`config.mk`:
```
export PLATFORM = sky130hd
export DESIGN_NAME = support_cell
export DESIGN_NICKNAME = d
export VERILOG_FILES = /design/src/rtl/support_pkg.sv /design/src/rtl/support_ctl.sv /design/src/rtl/support_dp.sv /design/src/rtl/support_cell.sv
export SDC_FILE = /design/constraint.sdc
export NUM_CORES = 1
export LEC_CHECK = 0
export ABC_CLOCK_PERIOD_IN_PS = 6550
export BUFFER_PORTS_ARGS = -buffer_cell sky130_fd_sc_hd__buf_4
export CORE_ASPECT_RATIO = 0.9
export CORE_MARGIN = 4
export CORE_UTILIZATION = 64
export CTS_CLUSTER_DIAMETER = 40
export DETAILED_ROUTE_END_ITERATION = 10
export PLACE_DENSITY = 0.9
export SLEW_MARGIN = 20
export SYNTH_ARGS = -nofsm -noshare
export SYNTH_HDL_FRONTEND = slang
export SYNTH_SLANG_ARGS = --single-unit
export TNS_END_PERCENT = 1
```
`constraint.sdc`:
```
create_clock -name clk -period 6.55 [get_ports clk]
set_input_delay 1.31 -clock clk [delete_from_list [all_inputs] [get_ports clk]]
set_output_delay 1.31 -clock clk [all_outputs]
set_load 0.03 [all_outputs]
```
`src/rtl/support_pkg.sv`:
```
package support_pkg;

  typedef enum logic [1:0] {
    KIND_ITEM    = 2'd0,
    KIND_END     = 2'd1,
    KIND_LOAD    = 2'd2,
    KIND_RESTART = 2'd3
  } kind_e;

  typedef struct packed {
    logic candWr;
    logic incCount;
    logic clrCount;
    logic shift;
    logic fwd;
  } strobe_t;

endpackage

```
`src/rtl/support_ctl.sv`:
```
module support_ctl
  import support_pkg::*;
#(
  parameter int MAX_M  = 8,
  parameter int IDX_W  = $clog2(MAX_M + 1),
  parameter int ADDR_W = (MAX_M > 1) ? $clog2(MAX_M) : 1
) (
  input  logic              clk,
  input  logic              rstN,
  input  logic [IDX_W-1:0]  candLen,
  input  logic              upValid,
  input  logic [1:0]        upKind,
  input  logic              shiftEn,
  input  logic              itemEq,
  input  logic              storedGt,
  output strobe_t           strobe,
  output logic [ADDR_W-1:0] wrAddr,
  output logic [ADDR_W-1:0] rdAddr
);

  localparam logic [IDX_W-1:0] ONE_I = IDX_W'(1);

  logic [IDX_W-1:0] fill;
  logic [IDX_W-1:0] idx;
  logic             fail;

  kind_e kind;
  logic  isItem, isEnd, isLoad, isRestart, candFull, searching;

  always_comb begin
    kind      = kind_e'(upKind);
    isItem    = upValid && (kind == KIND_ITEM);
    isEnd     = upValid && (kind == KIND_END);
    isLoad    = upValid && (kind == KIND_LOAD);
    isRestart = upValid && (kind == KIND_RESTART);
    candFull  = (fill >= candLen);
    searching = isItem && !fail && (idx < candLen);

    strobe.candWr   = isLoad && !candFull;
    strobe.fwd      = upValid && !(isLoad && !candFull);
    strobe.incCount = isEnd && (idx == candLen) && !fail;
    strobe.clrCount = isRestart;
    strobe.shift    = shiftEn;

    wrAddr = fill[ADDR_W-1:0];
    rdAddr = idx[ADDR_W-1:0];
  end

  always_ff @(posedge clk or negedge rstN) begin
    if (!rstN) begin
      fill <= '0;
    end else if (isRestart) begin
      fill <= '0;
    end else if (strobe.candWr) begin
      fill <= fill + ONE_I;
    end
  end

  always_ff @(posedge clk or negedge rstN) begin
    if (!rstN) begin
      idx  <= '0;
      fail <= 1'b0;
    end else if (isRestart || isEnd) begin
      idx  <= '0;
      fail <= 1'b0;
    end else if (searching) begin
      if (itemEq) begin
        idx <= idx + ONE_I;
      end else if (!storedGt) begin
        fail <= 1'b1;
      end
    end
  end

endmodule

```
`src/rtl/support_dp.sv`:
```
module support_dp
  import support_pkg::*;
#(
  parameter int MAX_M  = 8,
  parameter int ITEM_W = 16,
  parameter int CNT_W  = 32,
  parameter int ADDR_W = (MAX_M > 1) ? $clog2(MAX_M) : 1
) (
  input  logic              clk,
  input  logic              rstN,
  input  strobe_t           strobe,
  input  logic [ADDR_W-1:0] wrAddr,
  input  logic [ADDR_W-1:0] rdAddr,
  input  logic [1:0]        upKind,
  input  logic [ITEM_W-1:0] upData,
  input  logic [CNT_W-1:0]  shiftIn,
  output logic              itemEq,
  output logic              storedGt,
  output logic              dnValid,
  output logic [1:0]        dnKind,
  output logic [ITEM_W-1:0] dnData,
  output logic [CNT_W-1:0]  count
);

  localparam logic [CNT_W-1:0] CNT_MAX = {CNT_W{1'b1}};
  localparam logic [CNT_W-1:0] ONE_C   = CNT_W'(1);

  logic [ITEM_W-1:0] cand [MAX_M];
  logic [ITEM_W-1:0] storedItem;

  always_comb begin
    storedItem = cand[rdAddr];
    itemEq     = (storedItem == upData);
    storedGt   = (storedItem > upData);
  end

  for (genvar g = 0; g < MAX_M; g++) begin : g_slot
    always_ff @(posedge clk or negedge rstN) begin
      if (!rstN) begin
        cand[g] <= '0;
      end else if (strobe.candWr && (wrAddr == ADDR_W'(g))) begin
        cand[g] <= upData;
      end
    end
  end

  always_ff @(posedge clk or negedge rstN) begin
    if (!rstN) begin
      count <= '0;
    end else if (strobe.shift) begin
      count <= shiftIn;
    end else if (strobe.clrCount) begin
      count <= '0;
    end else if (strobe.incCount && (count != CNT_MAX)) begin
      count <= count + ONE_C;
    end
  end

  always_ff @(posedge clk or negedge rstN) begin
    if (!rstN) begin
      dnValid <= 1'b0;
      dnKind  <= '0;
      dnData  <= '0;
    end else begin
      dnValid <= strobe.fwd;
      if (strobe.fwd) begin
        dnKind <= upKind;
        dnData <= upData;
      end
    end
  end

endmodule

```
`src/rtl/support_cell.sv`:
```
module support_cell
  import support_pkg::*;
#(
  parameter int MAX_M  = 8,
  parameter int ITEM_W = 16,
  parameter int CNT_W  = 32,
  parameter int IDX_W  = $clog2(MAX_M + 1)
) (
  input  logic              clk,
  input  logic              rstN,
  input  logic [IDX_W-1:0]  candLen,
  input  logic              upValid,
  input  logic [1:0]        upKind,
  input  logic [ITEM_W-1:0] upData,
  input  logic              shiftEn,
  input  logic [CNT_W-1:0]  shiftIn,
  output logic              dnValid,
  output logic [1:0]        dnKind,
  output logic [ITEM_W-1:0] dnData,
  output logic [CNT_W-1:0]  supportOut
);

  localparam int ADDR_W = (MAX_M > 1) ? $clog2(MAX_M) : 1;

  strobe_t           strobe;
  logic [ADDR_W-1:0] wrAddr;
  logic [ADDR_W-1:0] rdAddr;
  logic              itemEq;
  logic              storedGt;

  support_ctl #(
    .MAX_M (MAX_M),
    .IDX_W (IDX_W),
    .ADDR_W(ADDR_W)
  ) u_ctl (
    .clk     (clk),
    .rstN    (rstN),
    .candLen (candLen),
    .upValid (upValid),
    .upKind  (upKind),
    .shiftEn (shiftEn),
    .itemEq  (itemEq),
    .storedGt(storedGt),
    .strobe  (strobe),
    .wrAddr  (wrAddr),
    .rdAddr  (rdAddr)
  );

  support_dp #(
    .MAX_M (MAX_M),
    .ITEM_W(ITEM_W),
    .CNT_W (CNT_W),
    .ADDR_W(ADDR_W)
  ) u_dp (
    .clk     (clk),
    .rstN    (rstN),
    .strobe  (strobe),
    .wrAddr  (wrAddr),
    .rdAddr  (rdAddr),
    .upKind  (upKind),
    .upData  (upData),
    .shiftIn (shiftIn),
    .itemEq  (itemEq),
    .storedGt(storedGt),
    .dnValid (dnValid),
    .dnKind  (dnKind),
    .dnData  (dnData),
    .count   (supportOut)
  );

endmodule

```
==> metrics.csv, run 1 <==
stage;metric;value;unit
sta;maxSlewViolCount;0;
hold_path;hp-class;reg2reg;
final_layout;finalNetCount;910;
routing;drc;0;
yosys;synth-seq-cells;188;
setup_path;reg2reg_depth;10;
setup_path;cp_cell_sequence;buf_4 > ha_1 > nand2b_1 > a21o_1 > a21o_1 > a2111oi_4 > and3_1 > mux2_2;
pwr;ir_worst_vdd;0.214;mV
global_routing;grt.overflow.total;0;
yosys;synthArstFlopShare;1.00;
setup_path;endpoint_kind;flop;
final_layout;post-route-util;0.746;
routing;drtIter0Drc;734;
cts;cts_setup_buffers;0;
cts;clk_latency;430;ps
die;io-pin-count;109;
setup_path;worstPathArrival;4470;ps
yosys;synth_nets;834;
global_routing;grt_pass1_wl;38.2;mm
setup_path;worstSetupStartpointType;primary input;
routing;vias_per_cell;6.53;
yosys;seq_area_frac_synth;0.483;
setup_path;required;6850;ps
setup_path;cp_common_cell;a21o_1;
yosys;synthTopCellsByArea;dfrtp_1 (48%), mux2_2 (15%), mux4_2 (7.4%);
global_routing;grt_pass1_vias;7326;
outcome;status;finished clean;
final_layout;nFillCells;885;
cts;cts_buffer_depth;2;
cts;clkSinkCount;188;
pwr;p_total;3.66;mW
final_layout;final-instance-count-excl-fill;1031;
sta;maxSlewHeadroom;0.252;
setup_path;path_class;in2reg;
yosys;synth_edf_count;0;
setup_path;cp_max_fo;16;
yosys;synth_top_area_frac;0.483;
setup_path;critical-path-top-delay-family;simple AND/OR/NAND/NOR gates;
routing;vias;6731;
yosys;yosys_warnings;0;
cts;cts_buffers;17;
die;chipWidth;138;um
yosys;synth_top_area_cell;dfrtp_1;
die;start_util;0.658;
sta;tns;0;ps
placed_design;pre_cts_ws;1940;ps
pwr;leakage;5.14;nW
sta;fmax;240;MHz
yosys;ys.flop_type;dfrtp_1;
routing;postRouteAntennaNets;0;
run;max_cap_viol_count;0;
cts;cts_tree;done;
final_layout;multi_input_area;4600;sq um
yosys;post-synth-top-count-cell;dfrtp_1;
setup_path;cp.buffers_inverters;1;
cts;htreeDepth;4;
final_layout;final-seq-area;4710;sq um
placed_design;post_dp_cell_area;10500;sq um
sta;fin_crit_sh;0.636;
sta;rsz0062_at_grt;false;
cts;clockRootBuffer;clkbuf_16;
placed_design;place.gp.congestion;0.900;
yosys;avgSynthCellArea;13.1;sq um
sta;tightest_slew;1120;ps
sta;hold_violations;0;
setup_path;cp_num_cells;8;
hold_path;whs_path_depth;1;
die;num_rows;42;
placed_design;port_buffers;108;
cts;cts-resized-gates;0;
sta;fin_skew;13.2;ps
routing;drt_pass1_iterations;5;
routing;wl;23.4;mm
setup_path;cp_slowest_cell;and3_1;
die;fp.coreArea;14800;sq um
global_routing;grt.total_usage;0.276;
yosys;netlist_area;9740;sq um
die;die-area;17300;sq um
placed_design;dp.cells;999;
sta;whs;494;ps
global_routing;antenna_found_initial;0;
yosys;ys_types;52;
yosys;synth_cells;744;
sta;min_period;4160;ps
placed_design;hpwl;15.1;mm
yosys;yosys-top-cells-count;dfrtp_1 (188), mux2_2 (129), nand2_1 (41);
final_layout;diodes;0;
global_routing;grt_max_degree;94;
die;die_h;125;um
routing;post_drt_wl_per_cell;22.6;um
final_layout;drive_gt1_frac;0.417;
final_layout;flow.area_growth_from_synthesis;13.5;%
cts;holdBufCountCts;0;
sta;worst_slack;2390;ps
pwr;powerDensity;331;nW/um^2
sta;setup_viol;0;
setup_path;cp_slowest_stage_delay;1020;ps
cts;path_clk_slew;70;ps
final_layout;fin_area;11100;sq um
==> worst paths after layout <==
path                       slack [ps]                       from                          to
setup / recovery                 2390                 candLen[0]   u_dp.cand[90]$_DFFE_PN0P_
hold / removal                    490  u_ctl.fill[3]$_DFFE_PN0P_   u_ctl.fill[3]$_DFFE_PN0P_
setup reg to reg                 2690   u_ctl.idx[0]$_DFFE_PN0P_    u_ctl.idx[1]$_DFFE_PN0P_
hold reg to reg                   490  u_ctl.fill[3]$_DFFE_PN0P_   u_ctl.fill[3]$_DFFE_PN0P_
max in group asynchronous        4240                       rstN   u_ctl.fill[3]$_DFFE_PN0P_
min in group asynchronous         960                       rstN  u_dp.cand[119]$_DFFE_PN0P_
==> layer usage <==
metal	share of wire	track usage	routed length, um	up-vias
met5	0	0	0	-
met4	0.026	0.102	615	0
met3	0.070	0.0649	1630	69
met2	0.51	0.460	11800	369
met1	0.40	0.356	9320	3431
li1	-	-	-	2862
==> cells by family (layout without fill, tap and decap cells) <==
group                      after synthesis  count (layout)  synth area share
DFF                                    188             188             0.483
muxes                                  195             195             0.273
adders and majority gates               32              32            0.0411
xor gates and xnor gates                27              27            0.0243
and+or+nand+nor                        147             147            0.0831
AOI/OAI and AO/OA                       71              71            0.0496
buffers and inverters                   84             173            0.0458
==> cell usage in the layout (no fill, tap or decap), types with 12 or more instances in the layout <==
master | netlist | final
dfrtp_1 | 188 | 187
mux2_2 | 129 | 129
buf_4 | 5 | 111
nand2_1 | 41 | 41
mux4_2 | 32 | 32
ha_1 | 32 | 32
mux2_4 | 30 | 30
inv_1 | 29 | 29
o21ai_0 | 23 | 23
xnor2_1 | 20 | 20
nand3_1 | 17 | 17
clkbuf_16 | 0 | 17
nor2_1 | 16 | 16
and3_1 | 13 | 13
nand4_1 | 12 | 12
nor4_1 | 12 | 12
a21oi_1 | 12 | 12
==> power by group <==
part | leakage [nW] | internal (mW) | switching (mW)
combinational | 2.43 | 0.569 | 0.409
clock | 0.278 | 0.536 | 0.457
sequential | 2.43 | 1.48 | 0.214
total | 5.14 | 2.58 | 1.08
==> flip-flops by register name, summed over array words and instances, names as in the netlist <==
signal        flops
u_dp.cand       128
u_dp.dnData      16
u_dp.count       32
u_ctl.fail        1
u_dp.dnValid      1
u_ctl.idx         4
u_ctl.fill        4
u_dp.dnKind       2
==> area by class of cell <==
class	instances	area share
Clock inverter	13	0.0104
Sequential cell	188	0.425
Multi-Input combinational cell	472	0.415
Timing Repair Buffer	112	0.0764
Tap cell	198	0.0224
Clock buffer	19	0.0400
Inverter	29	0.00984
No activity file was read; power rests on OpenSTA's default activity.
==> run 2, diff against run 1 <==
ABC_CLOCK_PERIOD_IN_PS = 4000   (was 6550)
CORE_UTILIZATION = 59   (was 64)
PLACE_DENSITY = 0.84   (was 0.9)
clock period = 4 ns   (was 6.55 ns; I/O delays follow)
==> run 2 against run 1 <==
  * Global-route usage decreased by 2.5 points
  * Sequential share of layout area decreased by 0.55 points
  * Clock power increased by 67%
  * Wire length decreased by 2.9%
  * Worst setup slack got worse by 1700 ps
  * Sequential cell count unchanged
  * Utilization decreased by 5.4 points
==> metrics.csv, run 2 (same netlist as run 1, synthesis figures left out) <==
stage;metric;value;unit;change
setup_path;path_class;reg2reg;;
sta;fmax;298;MHz;
cts;clkSinkCount;188;;unchanged
final_layout;largest_reg_flops;128;;unchanged
final_layout;top_regs;u_dp.cand (128), u_dp.count (32), u_dp.dnData (16);;
cts;cts_tree;done;;
setup_path;required;4320;ps;-2530 ps
setup_path;cp_cell_sequence;buf_4 > mux4_2 > mux2_2 > ha_1 > nand4_1 > nor3_1 > nand4b_1 > nor3_1 > mux2i_1 > nor2_1;;
sta;fin_skew;8.76;ps;-4.48 ps
routing;vias;6576;;-2.3%
die;chipWidth;143;um;+3.9%
sta;min_period;3360;ps;
final_layout;drive_gt1_frac;0.423;;+0.00642
sta;whs;289;ps;-205 ps
sta;maxSlewHeadroom;0.301;;+0.0486
die;num_rows;44;;+4.8%
cts;cts_buffer_depth;2;;unchanged
sta;fin_crit_sh;0.839;;
global_routing;grt_pass1_wl;36.3;mm;-4.8%
setup_path;cp_slowest_stage_delay;570;ps;-450 ps
sta;hold_violations;0;;unchanged
global_routing;grt_max_degree;109;;+16%
setup_path;cp.buffers_inverters;1;;unchanged
die;fp.coreArea;16200;sq um;+9.2%
cts;holdBufCountCts;0;;unchanged
final_layout;finalNetCount;921;;+1.2%
setup_path;cp_max_fo;24;;+8
placed_design;hpwl;15.1;mm;about the same
final_layout;top_register;u_dp.cand;;
hold_path;hp-class;in2async;;
setup_path;cp_common_cell;nor3_1;;
final_layout;diodes;0;;unchanged
pwr;leakage;5.21;nW;+1.3%
die;die_h;130;um;+3.9%
cts;cts_buffers;17;;unchanged
setup_path;reg2reg_to;u_ctl.idx[1]$_DFFE_PN0P_;;
cts;clk_latency;440;ps;about the same
pwr;p_total;6.01;mW;+64%
setup_path;reg2reg_depth;10;;unchanged
setup_path;endpoint_kind;flop;;
sta;tightest_slew;1050;ps;-72.9 ps
setup_path;cp_slowest_cell;mux4_2;;
cts;path_clk_slew;70;ps;about the same
sta;worst_slack;644;ps;-1740 ps
die;start_util;0.602;;-0.0555
setup_path;reg2reg_from;u_ctl.idx[0]$_DFFE_PN0P_;;
cts;htreeDepth;4;;unchanged
placed_design;place.gp.congestion;0.909;;+0.99%
sta;maxSlewViolCount;0;;unchanged
die;die-area;18600;sq um;+7.9%
sta;rsz0062_at_grt;false;;
pwr;powerDensity;537;nW/um^2;+62%
run;max_cap_viol_count;0;;unchanged
setup_path;r2r_slack;640;ps;-2050 ps
routing;vias_per_cell;6.26;;-4.2%
final_layout;final_cell_mix;dfrtp_1 (187), mux2_2 (129), buf_4 (120), nand2_1 (41);;
routing;drc;0;;unchanged
routing;post_drt_wl_per_cell;21.6;um;-4.7%
outcome;status;finished clean;;
setup_path;crit_path_end;u_ctl.idx[1]$_DFFE_PN0P_;;
global_routing;grt.overflow.total;0;;unchanged
setup_path;critical-path-top-delay-family;multiplexers;;
global_routing;grt.total_usage;0.251;;-0.0250
cts;cts_setup_buffers;0;;unchanged
global_routing;antenna_found_initial;0;;unchanged
placed_design;port_buffers;108;;unchanged
placed_design;pre_cts_ws;639;ps;-1300 ps
die;io-pin-count;109;;unchanged
setup_path;cp_num_cells;10;;+2
setup_path;worstPathArrival;3680;ps;-790 ps
routing;wl;22.7;mm;-2.9%
final_layout;flow.area_growth_from_synthesis;15.0;%;
cts;clockRootBuffer;clkbuf_16;;
setup_path;worstSetupStartpoint;u_ctl.idx[0]$_DFFE_PN0P_;;
routing;drt_pass1_iterations;4;;-1
sta;tns;0;ps;unchanged
routing;drtIter0Drc;372;;-49%
pwr;ir_worst_vdd;0.367;mV;+71%
global_routing;grt_pass1_vias;6923;;-5.5%
cts;cts-resized-gates;0;;unchanged
sta;setup_viol;0;;unchanged
routing;postRouteAntennaNets;0;;unchanged
setup_path;worstSetupStartpointType;flop;;
final_layout;layout.cells.most_common;dfrtp_1;;
[run 2: cell count changes in the layout (fill, tap and decap cells not counted), moves of 2 or more]
cell	delta
clkinvlp_4	+3
clkbuf_8	+2
clkinv_2	-4
buf_4	+9
[run 2: how the worst min path moves through the flow]
stage / endpoint / slack, ps / depth (start not counted)
4_1_cts: u_ctl.fill[3]$_DFFE_PN0P_ / 490 / 1
5_1_grt: u_dp.cand[102]$_DFFE_PN0P_ / 310 / 1
3_3_place_gp: u_dp.dnKind[0]$_DFFE_PN0P_ / 470 / 1
3_5_place_dp: u_ctl.fill[3]$_DFFE_PN0P_ / 480 / 1
6_report: u_dp.cand[102]$_DFFE_PN0P_ / 290 / 1
2_1_floorplan: u_ctl.fill[3]$_DFFE_PN0P_ / 450 / 1
[run 2: metal layers]
metal,GRT usage,vias to the layer above,routed length (um)
met3,0.0476,45,1260
met1,0.341,3398,9680
met4,0.0880,0,525
li1,-,2876,-
met5,0,-,0
met2,0.408,257,11200
[run 2: cell type report]
cell class / count / area [sq um]
Tap cell: 207 / 259
Sequential cell: 188 / 4710
Fill cell: 1102 / 4980
Inverter: 29 / 109
Clock buffer: 21 / 470
Multi-Input combinational cell: 472 / 4590
Clock inverter: 11 / 109
Timing Repair Buffer: 123 / 960
[run 2: power breakdown]
group | internal [mW] | switching, mW
logic | 0.942 | 0.655
registers | 2.42 | 0.336
clock network | 0.914 | 0.747
[run 2: through the flow]
stage | cell area, sq um | util | instances
6_report | 11200 | 0.692 | 1051
3_5_place_dp | 10600 | 0.655 | 1018
5_1_grt | 11200 | 0.692 | 1051
2_1_floorplan | 9740 | - | 744
4_1_cts | 11200 | 0.691 | 1050
3_3_place_gp | 10600 | 0.655 | 1018
